===== src/rtl/vic_pkg.sv =====
package vic_pkg;
    // Register word addresses
    localparam int unsigned REG_RAW       = 0;
    localparam int unsigned REG_FIQ_STAT  = 1;
    localparam int unsigned REG_IRQ_STAT  = 2;
    localparam int unsigned REG_CLASS     = 3;
    localparam int unsigned REG_ENABLE    = 4;
    localparam int unsigned REG_VECTOR    = 5;
    localparam int unsigned REG_DEFAULT   = 6;
    localparam int unsigned REG_SLOT_CTL  = 16;
    localparam int unsigned REG_SLOT_ADR  = 32;
    // Valid flag position inside a slot control word
    localparam int unsigned SLOT_VLD_BIT  = 5;
endpackage


===== src/rtl/vic_prio_enc.sv =====
module vic_prio_enc #(
    parameter int unsigned N  = 16,
    localparam int unsigned IW = $clog2(N)
) (
    input  logic [N-1:0]  req,
    output logic          valid,
    output logic [IW-1:0] idx
);
    always_comb begin
        valid = |req;
        idx   = '0;
        for (int i = N - 1; i >= 0; i--) begin
            if (req[i]) idx = IW'(i);
        end
    end

    always_comb begin
        if (valid) begin
            AST_LOWEST_WINS: assert (req[idx] && ((req & ((N'(1) << idx) - N'(1))) == '0));
        end
    end
endmodule


===== src/rtl/vic_slot_match.sv =====
module vic_slot_match #(
    parameter int unsigned NSLOT = 16,
    parameter int unsigned NSRC  = 16,
    localparam int unsigned SW   = $clog2(NSRC)
) (
    input  logic [NSRC-1:0]           irq_stat,
    input  logic [NSLOT-1:0]          slot_vld,
    input  logic [NSLOT-1:0][SW-1:0]  slot_src,
    input  logic [NSLOT-1:0]          limit_mask,
    output logic [NSLOT-1:0]          slot_act
);
    for (genvar g = 0; g < NSLOT; g++) begin : g_slot
        assign slot_act[g] = slot_vld[g] & irq_stat[slot_src[g]] & limit_mask[g];
    end
endmodule


===== src/rtl/vic_irq_ctrl.sv =====
module vic_irq_ctrl #(
    parameter int unsigned NSRC  = 16,
    parameter int unsigned NSLOT = 16,
    parameter int unsigned DW    = 32,
    parameter int unsigned ABW   = 6
) (
    input  logic            clk,
    input  logic            rst_n,
    input  logic [NSRC-1:0] src_req_i,
    input  logic            bus_rd_i,
    input  logic            bus_wr_i,
    input  logic [ABW-1:0]  bus_addr_i,
    input  logic [DW-1:0]   bus_wdata_i,
    output logic [DW-1:0]   bus_rdata_o,
    output logic            fiq_o,
    output logic            irq_o
);
    import vic_pkg::*;

    localparam int unsigned SW  = $clog2(NSRC);
    localparam int unsigned SLW = $clog2(NSLOT);

    typedef struct packed {
        logic [NSRC-1:0]           cls;
        logic [NSRC-1:0]           en;
        logic [DW-1:0]             def_adr;
        logic [NSLOT-1:0]          slot_vld;
        logic [NSLOT-1:0][SW-1:0]  slot_src;
        logic [NSLOT-1:0][DW-1:0]  slot_adr;
        logic [NSLOT-1:0]          in_svc;
    } state_t;

    state_t s_d, s_q;

    logic [NSRC-1:0]  fiq_stat, irq_stat;
    logic [NSLOT-1:0] limit_mask, slot_act;
    logic             svc_valid, win_valid;
    logic [SLW-1:0]   svc_idx, win_idx;
    logic [DW-1:0]    vec_adr;
    logic             vec_sel;

    assign fiq_stat = src_req_i & s_q.en & s_q.cls;
    assign irq_stat = src_req_i & s_q.en & ~s_q.cls;
    assign vec_sel  = (bus_addr_i == ABW'(REG_VECTOR));

    // Lowest in-service slot sets the priority ceiling
    vic_prio_enc #(.N(NSLOT)) u_svc_enc (
        .req   (s_q.in_svc),
        .valid (svc_valid),
        .idx   (svc_idx)
    );

    assign limit_mask = svc_valid ? ((NSLOT'(1) << svc_idx) - NSLOT'(1)) : '1;

    vic_slot_match #(.NSLOT(NSLOT), .NSRC(NSRC)) u_match (
        .irq_stat   (irq_stat),
        .slot_vld   (s_q.slot_vld),
        .slot_src   (s_q.slot_src),
        .limit_mask (limit_mask),
        .slot_act   (slot_act)
    );

    vic_prio_enc #(.N(NSLOT)) u_win_enc (
        .req   (slot_act),
        .valid (win_valid),
        .idx   (win_idx)
    );

    assign vec_adr = win_valid ? s_q.slot_adr[win_idx] : s_q.def_adr;
    assign fiq_o   = |fiq_stat;
    assign irq_o   = svc_valid ? win_valid : |irq_stat;

    // Read mux
    always_comb begin
        bus_rdata_o = '0;
        case (bus_addr_i)
            ABW'(REG_RAW):      bus_rdata_o = DW'(src_req_i);
            ABW'(REG_FIQ_STAT): bus_rdata_o = DW'(fiq_stat);
            ABW'(REG_IRQ_STAT): bus_rdata_o = DW'(irq_stat);
            ABW'(REG_CLASS):    bus_rdata_o = DW'(s_q.cls);
            ABW'(REG_ENABLE):   bus_rdata_o = DW'(s_q.en);
            ABW'(REG_VECTOR):   bus_rdata_o = vec_adr;
            ABW'(REG_DEFAULT):  bus_rdata_o = s_q.def_adr;
            default: ;
        endcase
        for (int n = 0; n < NSLOT; n++) begin
            if (bus_addr_i == ABW'(REG_SLOT_CTL + n)) begin
                bus_rdata_o               = '0;
                bus_rdata_o[SLOT_VLD_BIT] = s_q.slot_vld[n];
                bus_rdata_o[SW-1:0]       = s_q.slot_src[n];
            end
            if (bus_addr_i == ABW'(REG_SLOT_ADR + n)) begin
                bus_rdata_o = s_q.slot_adr[n];
            end
        end
    end

    // Next-state
    always_comb begin
        s_d = s_q;
        if (bus_wr_i) begin
            case (bus_addr_i)
                ABW'(REG_CLASS):   s_d.cls     = bus_wdata_i[NSRC-1:0];
                ABW'(REG_ENABLE):  s_d.en      = bus_wdata_i[NSRC-1:0];
                ABW'(REG_DEFAULT): s_d.def_adr = bus_wdata_i;
                default: ;
            endcase
            for (int n = 0; n < NSLOT; n++) begin
                if (bus_addr_i == ABW'(REG_SLOT_CTL + n)) begin
                    s_d.slot_vld[n] = bus_wdata_i[SLOT_VLD_BIT];
                    s_d.slot_src[n] = bus_wdata_i[SW-1:0];
                end
                if (bus_addr_i == ABW'(REG_SLOT_ADR + n)) begin
                    s_d.slot_adr[n] = bus_wdata_i;
                end
            end
            if (vec_sel && svc_valid) begin
                s_d.in_svc[svc_idx] = 1'b0;
            end
        end else if (bus_rd_i && vec_sel && win_valid) begin
            s_d.in_svc[win_idx] = 1'b1;
        end
    end

    always_ff @(posedge clk or negedge rst_n) begin
        if (!rst_n) s_q <= '0;
        else        s_q <= s_d;
    end

    AST_OFF_WHEN_DISABLED: assert property (@(posedge clk) disable iff (!rst_n)
        (s_q.en == '0) |-> (!fiq_o && !irq_o));
    AST_FIQ_NEEDS_FAST_SRC: assert property (@(posedge clk) disable iff (!rst_n)
        fiq_o |-> |(src_req_i & s_q.cls));
    AST_SVC_ENTER: assert property (@(posedge clk) disable iff (!rst_n)
        (bus_rd_i && !bus_wr_i && vec_sel && win_valid) |=> s_q.in_svc[$past(win_idx)]);
    AST_EOI_POPS_ONE: assert property (@(posedge clk) disable iff (!rst_n)
        (bus_wr_i && vec_sel && svc_valid) |=>
        ($countones(s_q.in_svc) + 1 == $past($countones(s_q.in_svc))));
    AST_DEFAULT_NO_SVC: assert property (@(posedge clk) disable iff (!rst_n)
        (bus_rd_i && !bus_wr_i && vec_sel && !win_valid) |=> $stable(s_q.in_svc));
endmodule


===== config.mk =====
export PLATFORM = sky130hd
export DESIGN_NAME = vic_irq_ctrl
export DESIGN_NICKNAME = d
export VERILOG_FILES = /design/src/rtl/vic_pkg.sv /design/src/rtl/vic_prio_enc.sv /design/src/rtl/vic_slot_match.sv /design/src/rtl/vic_irq_ctrl.sv
export SDC_FILE = /design/constraint.sdc
export NUM_CORES = 2
export LEC_CHECK = 0
export BUFFER_PORTS_ARGS = -buffer_cell sky130_fd_sc_hd__buf_4
export CORE_UTILIZATION = 25
export DETAILED_ROUTE_END_ITERATION = 12
export HOLD_SLACK_MARGIN = 0.12
export PLACE_DENSITY = 0.42
export SLEW_MARGIN = 25
export SYNTH_ARGS = -nofsm -noshare
export SYNTH_HDL_FRONTEND = slang
export SYNTH_SLANG_ARGS = --single-unit

===== constraint.sdc =====
create_clock -name clk -period 11.2 [get_ports clk]
set_clock_uncertainty 0.1 [all_clocks]
set_input_delay 2.24 -clock clk [delete_from_list [all_inputs] [get_ports clk]]
set_output_delay 2.24 -clock clk [all_outputs]
set_load 0.05 [all_outputs]

Yosys cells after proc, flatten, opt, wreduce, memory -nomap -nowiden --
Index checks and enable logic that the tools add are counted.
Operators by class: $add $sub $neg 1, $lt $le $gt $ge 20, equal/unequal tests 39, shift-type cells 1, mux-type cells 109, bitwise gates (word level) 39, reductions and logical operators 47
Operators with widths (count):
- 2-to-1 mux 32 bit | 34
- one-hot mux 32 bit (7 select lines) | 1
- binary-select mux 32 bit (select 4 bit) | 1
- 2-to-1 mux 4 bit | 32
- equality test 6 x 5 -> 1 bit, second input constant | 16
- equality test 6 bit, second input constant | 16
- less-than comparator 4 x 5 -> 1 bit, second input constant | 18
- AND reduction 2 bit | 36
- bitwise AND 16 bit | 4
- binary-select mux 1 bit (select 4 bit) | 16
- 2-to-1 mux 16 bit | 4
- OR reduction 16 bit | 4
- bitwise AND 1 bit | 32
- NOT 16 bit | 2
- 2-to-1 mux 1 bit | 19
- equality test 6 x 3 -> 1 bit, second input constant | 3
- OR 16 bit | 1
- left shift 1 x 4 -> 16 bit, first input constant | 1
- subtractor 16 x 1 -> 16 bit, second input constant | 1
- equality test 6 x 2 -> 1 bit, second input constant | 2
- demux 1 bit (select 4 bit) | 2
- >= comparator 4 x 1 -> 1 bit, second input constant | 2
- equality test 6 x 1 -> 1 bit, second input constant | 1
- logical NOT 6 bit | 1
- other kinds (3) | 7
Word-level totals: bits in registers 672, word-level logic and storage cells 308

Longest topological paths before layout --
depth after elaboration 72, gate-level depth with buffers 23

Modules after synthesis --
A second synthesis with hierarchy kept.
Unflattened totals: cells, all modules 3102, area, all modules 37737.4 um^2
By module, submodules not included:
- vic_irq_ctrl | instances 1, cells an instance 2764, area an instance 34884.7 um^2, seq. area each 16816.1 um^2
- vic_slot_match | instances 1, cells an instance 270, area an instance 2499.9 um^2, seq. area each 0.0 um^2
- vic_prio_enc | instances 2, cells an instance 34, area an instance 176.4 um^2, seq. area each 0.0 um^2

Worst setup path after synthesis --
OpenSTA, ideal clock, no wires.
path kind input port to output port, from input port src_req_i[5], to output port bus_rdata_o[29], arrival time 6.814 ns, slack 2.046 ns, stages 14, cell sequence and3b_1 clkbuf_1 mux4_2 a22oi_1 o41a_1 a221oi_1 nor4b_1 or2_2 clkbuf_1 nor2_1 a32o_1 a221oi_1 a221oi_1 o41ai_1
On the way: cells in the longest elaborated chain, start to end 58, elaborated cells on any way between the ends 119, those cells by class mux: 84; bitwise: 34; reduce/logical: 1
RTL lines:
- from (decl) | line vic_irq_ctrl.sv:9 | input logic [NSRC-1:0] src_req_i,
- bitwise AND 16 bit * (2 in a row) | line vic_irq_ctrl.sv:43 | assign irq_stat = src_req_i & s_q.en & ~s_q.cls;
- binary-select mux 1 bit (select 4 bit) | line vic_slot_match.sv:13 | assign slot_act[g] = slot_vld[g] & irq_stat[slot_src[g]] & limit_mask[g];
- 2-to-1 mux 1 bit (implied by the code) | line vic_slot_match.sv:13
- bitwise AND 1 bit (2 in a row) | line vic_slot_match.sv:13
- 2-to-1 mux 4 bit (16 in a row) | line vic_prio_enc.sv:13 | if (req[i]) idx = IW'(i);
- binary-select mux 32 bit (select 4 bit) | line vic_irq_ctrl.sv:69 | assign vec_adr = win_valid ? s_q.slot_adr[win_idx] : s_q.def_adr;
- 2-to-1 mux 32 bit (implied by the code) | line vic_irq_ctrl.sv:69
- 2-to-1 mux 32 bit * | line vic_irq_ctrl.sv:69
- [25 not listed]
- 2-to-1 mux 32 bit * | line vic_irq_ctrl.sv:87 | if (bus_addr_i == ABW'(REG_SLOT_CTL + n)) begin
- 2-to-1 mux 32 bit * | line vic_irq_ctrl.sv:92 | if (bus_addr_i == ABW'(REG_SLOT_ADR + n)) begin
- 2-to-1 mux 32 bit * | line vic_irq_ctrl.sv:87
- 2-to-1 mux 32 bit * | line vic_irq_ctrl.sv:92
- 2-to-1 mux 32 bit * | line vic_irq_ctrl.sv:87
- 2-to-1 mux 32 bit * | line vic_irq_ctrl.sv:92
- 2-to-1 mux 32 bit * | line vic_irq_ctrl.sv:87
- 2-to-1 mux 32 bit * | line vic_irq_ctrl.sv:92
- to (decl) | line vic_irq_ctrl.sv:14 | output logic [DW-1:0] bus_rdata_o,
Mark *: on every way between the ends. The rest lies on a longest branch, timed or not. The select of a mux whose other input is x is not followed.

Final worst setup path --
from input port src_req_i[15], to output port bus_rdata_o[3]
Same word-level chain as after synthesis.

==> run metrics <==
nets in the synthesized netlist=3776; Antenna Violating Nets Remaining=0; count of different cell masters after synthesis=88; overall power after layout=8490 uW; post-CTS clock slew at the launch and capture registers of the worst setup and hold paths=60 ps; power per unit of standard cell area=186 nW/um2; Crit path required time=8860 ps; Total Nets Final=3775; period utilisation layout=90.0%; Initial Utilization=25.2%; share of the yosys chip area belonging to registers=42.5%; biggest cell delay along the critical path=1030 ps; most area-consuming cells after synthesis=dfrtp_1 (42%), mux2_2 (20%), mux2i_1 (4.0%); number of antenna violations at the first check in global routing=15; post-CTS setup-driven buffer insertion count=0; vias per cell=5.94; number of buffers on the longest clock path=3; element type at the critical path start=primary input; worst min-delay path category=flip-flop to flip-flop; detailed-router iteration count before antenna repair=6; critical path's slowest cell=a311oi_1; largest fanout of any net on the critical path=27; Data arrival, critical path=7740 ps; setup ws final=1120 ps; VDD IR max=0.000139 V; post-synthesis simple-gate area fraction=10.3%; mean area per synthesized cell=10.6 um2; setup_tns=0 ps; Top reg by flops=s_q; wire length reported by the detailed router=201 mm; FMAX=99.2 MHz; share of total power in combinational logic=28.9%; list of cells traversed by the critical path=buf_4, and3b_1, mux4_2, o2111ai_1, o311ai_0, nor3_1, o211ai_1, o2111ai_2, a21o_4, buf_4, nand2_1, a32oi_1, nand4_1, a311oi_1, buf_4; number of endpoints with negative hold slack in the final report=0; latest clock arrival within the worst-skew pair=730 ps; proportion of power drawn by flip-flops and latches=37.1%; reported net switching power=3140 uW; number of global-route vias before repair=34400; area share of the leading cell type in the synthesized netlist=42.5%; most area-hungry cell type in the Yosys netlist=dfrtp_1; number of top-level pins=92; share of layout cells above drive strength 1=31.4%; number of rows in the core area=145; Post-DP HPWL=134 mm; xor/xnor share of the synthesized area=0%; die footprint=160000 um2; wire length of the first global-routing pass=282 mm; number of buffers inserted by hold repair at cts=0; RSZ-0062 raised after global routing=no; power share of the clock group=34.0%; All-Layer GR Usage=24.9%; most frequent cell on the critical path=buf_4; non-filler instance count after layout=5835; # Max-Cap Violations=0; post-synthesis async set-or-reset flop share=100%; number of synthesized flops with an enable pin=0; final-report max-slew violation count=0; max reg flops=672; fraction of the mapped netlist area in adder cells=0.0316%; total internal power=5350 uW; R2R setup slack=5030 ps; aggregate global routing overflow=0; headroom to the max-slew limit=20.3%; clock tree from TritonCTS=built; Clk Tree Root Cell=clkbuf_16; crit path time final=10080 ps; width of the die=400 um; mean routed wirelength per cell=34.5 um; pin count of the biggest net entering global routing=138; Gate Count Post-Synth=3717; switching power share of the total=37.0%; via count=34700; cell area after synthesis=39600 um2; Synth Area in Compound Gates=16.8%; endpoint class of the critical path=output pin; routability cong.=0.970; Die Y=400 um; IO buf count=91; cells resized by post-CTS repair=0; main combinational cell family by area after synthesis=multiplexers; count of placed standard cells including taps=5688; level count of the clock H-tree=3; placed standard-cell area=42800 um2; clock sink count=672; share of synthesized area spent on multiplexers=26.8%; leading registers by flop count=s_q: 672 flops; prevailing post-synth register cell=dfrtp_1; cell leakage power=0.0196 uW; final cell area excluding filler cells=45700 um2; Setup Slack @ Placement=1280 ps; CORE AREA=157000 um2; DRC violation count after routing=0; result of the run=finished clean; type of the worst setup path=primary input to output pin; CTS Buf Count=84; number of DRC markers after the initial detailed-route iteration=4116; transition time at the pin with the least slew margin=1190 ps; flip-flop and latch count after synthesis=672; count of synthesis-stage warnings from yosys=0; Setup Viol. Count Final=0; area overhead of the layout relative to synthesis=15.6%
cell usage after synthesis, types with 21 or more instances:
cell type  count
a2111oi_0     23
a211oi_1      25
a21oi_1      164
a221oi_1      60
a22oi_1       86
a31oi_1       31
and3_1        26
buf_1         75
buf_2         29
clkbuf_1     195
dfrtp_1      672
inv_1         28
mux2_2       701
mux2i_1      159
mux4_2        49
nand2_1      277
nand3_1       73
nand3b_1      21
nand4_1       31
nor2_1       205
nor3_1        38
o2111ai_1     25
o211ai_1      39
o21ai_0      182
o221ai_1      32
o22ai_1       83
cell type report:
type / count / area [um2]
inverter: 29 / 109
antenna: 1 / 2.50
clock inverter: 22 / 378
sequential: 672 / 16800
tap: 2058 / 2570
fill: 16500 / 111000
timing repair buffer: 228 / 1770
multi-input combinational: 2701 / 21600
clock buffer: 124 / 2510
worst paths after layout:
| path | startpoint | end | cells past startpoint |
|---|---|---|---|
| setup / recovery | src_req_i[15] | bus_rdata_o[3] | 15 |
| hold / removal | s_q[619] | s_q[619] | 1 |
| setup reg to reg | s_q[4] | s_q[13] | 16 |
| hold reg to reg | s_q[619] | s_q[619] | 1 |
| max in group asynchronous | rst_n | s_q[562] | 3 |
| min in group asynchronous | rst_n | s_q[426] | 1 |
cells by family after synthesis:
| logic type | Yosys count |
|---|---|
| AOI/OAI and AO/OA | 962 |
| muxes | 909 |
| buffers and inverters | 344 |
| adders and majority gates | 1 |
| and+or+nand+nor | 829 |
| DFF | 672 |
cells in the final DEF, fill, tap and decap left out, types with 32 or more instances in the layout:
master,synthesis,final
o221ai_1,32,32
o211ai_1,39,39
mux2_2,701,701
o21ai_0,182,181
nand2_1,277,261
dfrtp_1,672,672
clkbuf_16,0,85
nand3_1,73,73
mux2i_1,159,159
a22oi_1,86,86
nor3_1,38,37
nor2_1,205,186
a221oi_1,60,60
buf_4,9,222
a21oi_1,164,163
o22ai_1,83,83
mux4_2,49,49
power by group through the flow:
| stage | Combinational [uW] | Clock (uW) | Sequential, uW |
|---|---|---|---|
| after floorplan | 1530 | 0 | 2970 |
| after detailed placement | 2410 | 0 | 3180 |
| after CTS | 2420 | 2940 | 3130 |
| final | 2460 | 2880 | 3150 |
| after global routing | 2560 | 3030 | 3190 |
| after global placement | 2400 | 0 | 3170 |
through the flow:
stage | util, % | hold WS (ps)
2_1_floorplan | - | 379
3_3_place_gp | 27.3 | 387
3_5_place_dp | 27.3 | 394
4_1_cts | 29.2 | 406
5_1_grt | 29.2 | 421
6_report | 29.2 | 409
metal layers:
metal	vias up	part of all wire, %	track usage, %
met5	-	0.039	0
met4	12	3.9	9.48
met3	402	8.6	5.73
met2	1794	44	38.0
met1	18200	43	34.0
li1	14300	-	-
worst max-delay path, delay by kind of cell:
kind | cells | cell delay [ps]
compound gates | 7 | 3060
buf+inv | 3 | 930
mux | 1 | 550
simple gates | 4 | 930
No activity file was read; power rests on OpenSTA's default activity.
